$ cat src/rtl/exc_entry_ctl.sv
module exc_entry_ctl #(
  parameter int          AW         = 32,
  parameter logic [31:0] TRACE_OFS  = 32'h0000_0D00,
  parameter logic [31:0] ASSIST_OFS = 32'h0000_0E00,
  parameter logic [31:0] HI_BASE    = 32'hFFF0_0000
) (
  input  logic          clk,
  input  logic          rst,
  input  logic [31:0]   msr_i,
  input  logic          fex_i,
  input  logic          ue_i,
  input  logic          tiny_i,
  input  logic          fp_from_move_i,
  input  logic          step_i,
  input  logic          cmp_en_i,
  input  logic          cmp_exc_i,
  input  logic [AW-1:0] pc_cur_i,
  input  logic [AW-1:0] pc_next_i,
  output logic [31:0]   msr_o,
  output logic [AW-1:0] srr0_o,
  output logic [31:0]   srr1_o,
  output logic          redirect_o,
  output logic [31:0]   vec_o,
  output logic          prog_req_o
);
  localparam int B_LE  = 0;
  localparam int B_IP  = 6;
  localparam int B_FE1 = 8;
  localparam int B_FE0 = 11;
  localparam int B_ME  = 12;
  localparam int B_ILE = 16;
  localparam int B_CMP = 30;
  localparam logic [31:0] KEEP = (32'h1 << B_LE) | (32'h1 << B_IP) |
                                 (32'h1 << B_ME) | (32'h1 << B_CMP);

  logic fp_cond, prog_c, assist_c, trace_c, take;
  logic [31:0] base, vec_n, msr_n, srr1_n;
  logic [AW-1:0] srr0_n;

  assign fp_cond  = (msr_i[B_FE0] | msr_i[B_FE1]) & fex_i;
  assign prog_c   = fp_cond & fp_from_move_i;
  assign assist_c = ~prog_c & (fp_cond | (tiny_i & ~ue_i));
  assign trace_c  = ~prog_c & ~assist_c & step_i;
  assign take     = assist_c | trace_c;

  assign base  = msr_i[B_IP] ? HI_BASE : 32'h0;
  assign vec_n = base | (assist_c ? ASSIST_OFS : TRACE_OFS);
  assign srr0_n = assist_c ? pc_cur_i : pc_next_i;

  always_comb begin
    msr_n        = '0;
    msr_n[B_LE]  = msr_i[B_ILE];
    msr_n[B_IP]  = msr_i[B_IP];
    msr_n[B_ME]  = msr_i[B_ME];
    msr_n[B_CMP] = cmp_en_i & cmp_exc_i;
  end

  assign srr1_n = {srr1_o[31], 4'b0000, srr1_o[26:22], 6'b000000, msr_i[15:0]};

  always_ff @(posedge clk) begin
    if (rst) begin
      msr_o      <= '0;
      srr0_o     <= '0;
      srr1_o     <= '0;
      vec_o      <= '0;
      redirect_o <= 1'b0;
      prog_req_o <= 1'b0;
    end else begin
      redirect_o <= take;
      prog_req_o <= prog_c;
      if (take) begin
        msr_o  <= msr_n;
        srr0_o <= srr0_n;
        srr1_o <= srr1_n;
        vec_o  <= vec_n;
      end
    end
  end

  p_prog_no_entry_r3: assert property (@(posedge clk) disable iff (rst)
    prog_req_o |-> !redirect_o);

  p_hold_r10: assert property (@(posedge clk) disable iff (rst)
    !redirect_o |-> (msr_o == $past(msr_o)) && (srr0_o == $past(srr0_o)) &&
                    (srr1_o == $past(srr1_o)) && (vec_o == $past(vec_o)));

  p_vec_shape_r7: assert property (@(posedge clk) disable iff (rst)
    redirect_o |-> (vec_o[31:20] == 12'h000 || vec_o[31:20] == 12'hFFF) &&
                   (vec_o[19:0] == TRACE_OFS[19:0] || vec_o[19:0] == ASSIST_OFS[19:0]));

  p_msr_cleared_r9: assert property (@(posedge clk) disable iff (rst)
    redirect_o |-> (msr_o & ~KEEP) == 32'h0);

  p_srr1_zero_r8: assert property (@(posedge clk) disable iff (rst)
    redirect_o |-> srr1_o[30:27] == 4'h0 && srr1_o[21:16] == 6'h0);

  p_trace_prio_r6: assert property (@(posedge clk) disable iff (rst)
    redirect_o && vec_o[19:0] == TRACE_OFS[19:0] |->
      $past(step_i) && !($past(tiny_i) && !$past(ue_i)));
endmodule

$ cat config.mk
export PLATFORM = sky130hd
export DESIGN_NAME = exc_entry_ctl
export DESIGN_NICKNAME = d
export VERILOG_FILES = /design/src/rtl/exc_entry_ctl.sv
export SDC_FILE = /design/constraint.sdc
export NUM_CORES = 1
export LEC_CHECK = 0
export BUFFER_PORTS_ARGS = -buffer_cell sky130_fd_sc_hd__buf_4
export CAP_MARGIN = 25
export CORE_AREA = 10 10 94 96
export DETAILED_ROUTE_END_ITERATION = 16
export DIE_AREA = 0 0 104 106
export MAX_ROUTING_LAYER = met4
export PLACE_DENSITY = 0.87
export SLEW_MARGIN = 20
export SYNTH_ARGS = -nofsm -noshare
export SYNTH_HDL_FRONTEND = slang
export SYNTH_SLANG_ARGS = --single-unit
$ cat constraint.sdc
create_clock -name clk -period 2.1 [get_ports clk]
set_input_delay 0.315 -clock clk [delete_from_list [all_inputs] [get_ports clk]]
set_output_delay 0.315 -clock clk [all_outputs]
set_load 0.01 [all_outputs]
==> qor.txt <==
Status - finished, final reports clean
Fin Setup TNS - 0 ns
Critical path's slowest cell - o31a_1
Number of DRC markers in iteration 0 - 150
Async SR Flop Fraction - 0%
Final Max Slew Viols - 0
Leakage - 1.89 nW
Worst Path Arrival - 1.68 ns
Final setup skew - 0 ns
Drt wl/cell - 15.8 µm
H-tree depth - 2
Worst-path fanout max - 19
Post-synth cell types - 28
CP Capture Type - register
Max cap viols - 0
First-pass GRT wire length - 13.9 mm
Vias in the first global route - 2,717
Final hold vios - 0
Die area - 0.0110 mm²
Complex-gate fraction of the synthesized area - 18.4%
Total clock buffers created by CTS - 5
Xor/xnor share of the synthesized area - 0%
Cell depth of the worst setup path - 5
Pre-antenna DRT Iters - 5
I/O Pins - 235
Placed Cells - 568
Nets - 581
Post-Syn Instances - 344
Crit share post-route - 69.0%
Fin crit period - 1.45 ns
GRT Total Usage - 15.4%
Post-synthesis sequential area ratio - 38.9%
Gr ovfl total - 0
Total inserted antenna cells - 0
# Post-CTS Setup Buffers - 0
Hold crit path type - in -> reg
Fmax - 690 MHz
Slew @ Worst Pin - 0.735 ns
Worst Path Required - 2.33 ns
Die Ht - 106 µm
Reg2Reg Setup Slack - 1.22 ns
CTS root buf - clkbuf_8
Worst rel slew slack - 51.0%
Yosys warns - 0
Total number of vias - 2,697
Clk_lat worst skew - 0.30 ns
Power Total - 2.61 mW
Final setup violation count - 0
Resize count post-CTS - 0
Core area - 0.00706 mm²
Worst setup SP type - input port
Largest net degree at the start of global routing - 56
CTS Hold Bufs - 0
Initial antenna violation count - 0
Mapped Avg Cell Area - 8.23 µm²
Layout area overhead - 35.0%
Largest family of logic cells by synthesized area - buffers and inverters
Post-route ant nets - 0
Dpl hpwl - 7.33 mm
Pwr dens - 683 mW/mm²
Critical Path, Cell by Cell - buf_4, o211ai_2, o31a_1, nand3_1, a21oi_1
Vias/cell - 4.68
Row count - 31
Post-synth EDFFs - 0
WL final - 9.08 mm
CTS tree - built
Clock slew at reported path FFs - 0.10 ns
Final std cells w/o fill - 576
Synth Register Bits - 55
Total clock sinks - 55
Max IR drop VDD - 0.340 mV
Setup Crit Path Kind - in -> reg
Most used DFF post-synth - dfxtp_1
Mux cell area share after synthesis - 1.02%
CP Buf/Inv Count - 1
Syn Std Cell Area - 0.00283 mm²
GP Congestion - 0.760
Clock buffer depth - 2
Adder-Cell Fraction of Synth Area - 0%
Reg2Reg Depth - 2
RSZ-0062 raised after global routing - no
Port Buffers - 159
Top Family by Delay on Critical Path - compound AO/OA/AOI/OAI gates
Cell Area, Placed - 0.00370 mm²
Initial Util - 40.1%
Final instance area - 0.00382 mm²
Simple-Gate Fraction of Synth Area - 16.3%
Die width - 104 µm
Worst hold path stage count - 3
Fraction of layout cells with a size suffix above 1 - 37.9%
DRC violation count after routing - 0
CP max stage delay - 0.66 ns
FILL cells - 659
Fin util - 54.1%
cell usage after synthesis, types with 2 or more instances:
cell type,count,area share (%)
a21oi_1,34,6.0
a21oi_2,2,0.62
a222oi_1,15,5.3
a31oi_1,17,3.8
buf_1,2,0.27
buf_2,7,1.2
buf_4,77,20
buf_6,6,2.4
clkbuf_1,6,0.80
dfxtp_1,55,39
nand2_1,52,6.9
nor2_1,38,5.0
nor3_1,18,3.2
per-layer routing:
metal	track usage, %	routed length [µm]	vias to the layer above
met4	3.88	90	0
li1	-	-	1303
met1	15.7	3530	1237
met2	27.4	4640	149
met5	-	0	-
met3	6.04	814	8
stage by stage:
step	setup slack (ns)	hold slack [ns]
floorplan	0.728	0.451
global placement	0.367	0.442
detailed placement	0.300	0.450
CTS	0.624	0.237
global route	0.514	0.226
finish	0.651	0.254
kinds of logic after synthesis:
kind of cell / count (synthesis)
DFF: 55
AOI/OAI and AO/OA: 74
and+or+nand+nor: 113
muxes: 2
buffers and inverters: 99
other: 1
worst reg2reg max path: cells and delay by family (launching register included):
family	cells	cell delay, ns
flops	1	0.59
compound gates	1	0.14
simple gates	1	0.09
flip-flops by register name, indices dropped and copies added (netlist names):
name	cells
srr1_o	16
redirect_o	1
prog_req_o	1
msr_o	2
srr0_o	32
vec_o	3
cell usage in the layout (no fill, tap or decap):
cell,synthesis,layout
buf_4,77,165
conb_1,1,60
dfxtp_1,55,55
nand2_1,52,52
nor2_1,38,38
a21oi_1,34,34
nor3_1,18,18
a31oi_1,17,17
a222oi_1,15,15
clkbuf_8,0,6
a21oi_2,2,2
nand2b_1,1,1
o21ai_4,1,1
mux2i_2,1,1
and3_1,1,1
o21a_1,1,1
nor2b_1,1,1
o211ai_2,1,1
o31ai_4,1,1
o31a_1,1,1
nand3_2,1,1
o211a_1,1,1
mux2_4,1,1
nand3_1,1,1
inv_6,0,1
bufinv_16,0,1
power breakdown:
| group | total (mW) | internal (mW) | switching, mW | leakage, nW |
|---|---|---|---|---|
| Combinational | 0.691 | 0.335 | 0.356 | 1.37 |
| Clock | 0.739 | 0.393 | 0.346 | 0.0618 |
| Sequential | 1.18 | 1.13 | 0.0497 | 0.456 |
area by class of cell:
type                       count  area [µm²]  share of cell area (%)
clock buffer                   6        82.6                    2.16
sequential                    55        1100                    28.8
timing repair buffer         165        1240                    32.4
tap                           99         124                    3.24
clock inverter                 2        38.8                    1.02
multi-input combinational    249        1240                    32.4
final timing paths:
kind / from / to
max: msr_i[8] / msr_o[30]
min: msr_i[13] / srr1_o[13]
max reg2reg: srr1_o[6] / srr1_o[6]
min reg2reg: srr1_o[9] / srr1_o[9]
No activity file was read; power rests on OpenSTA's default activity.
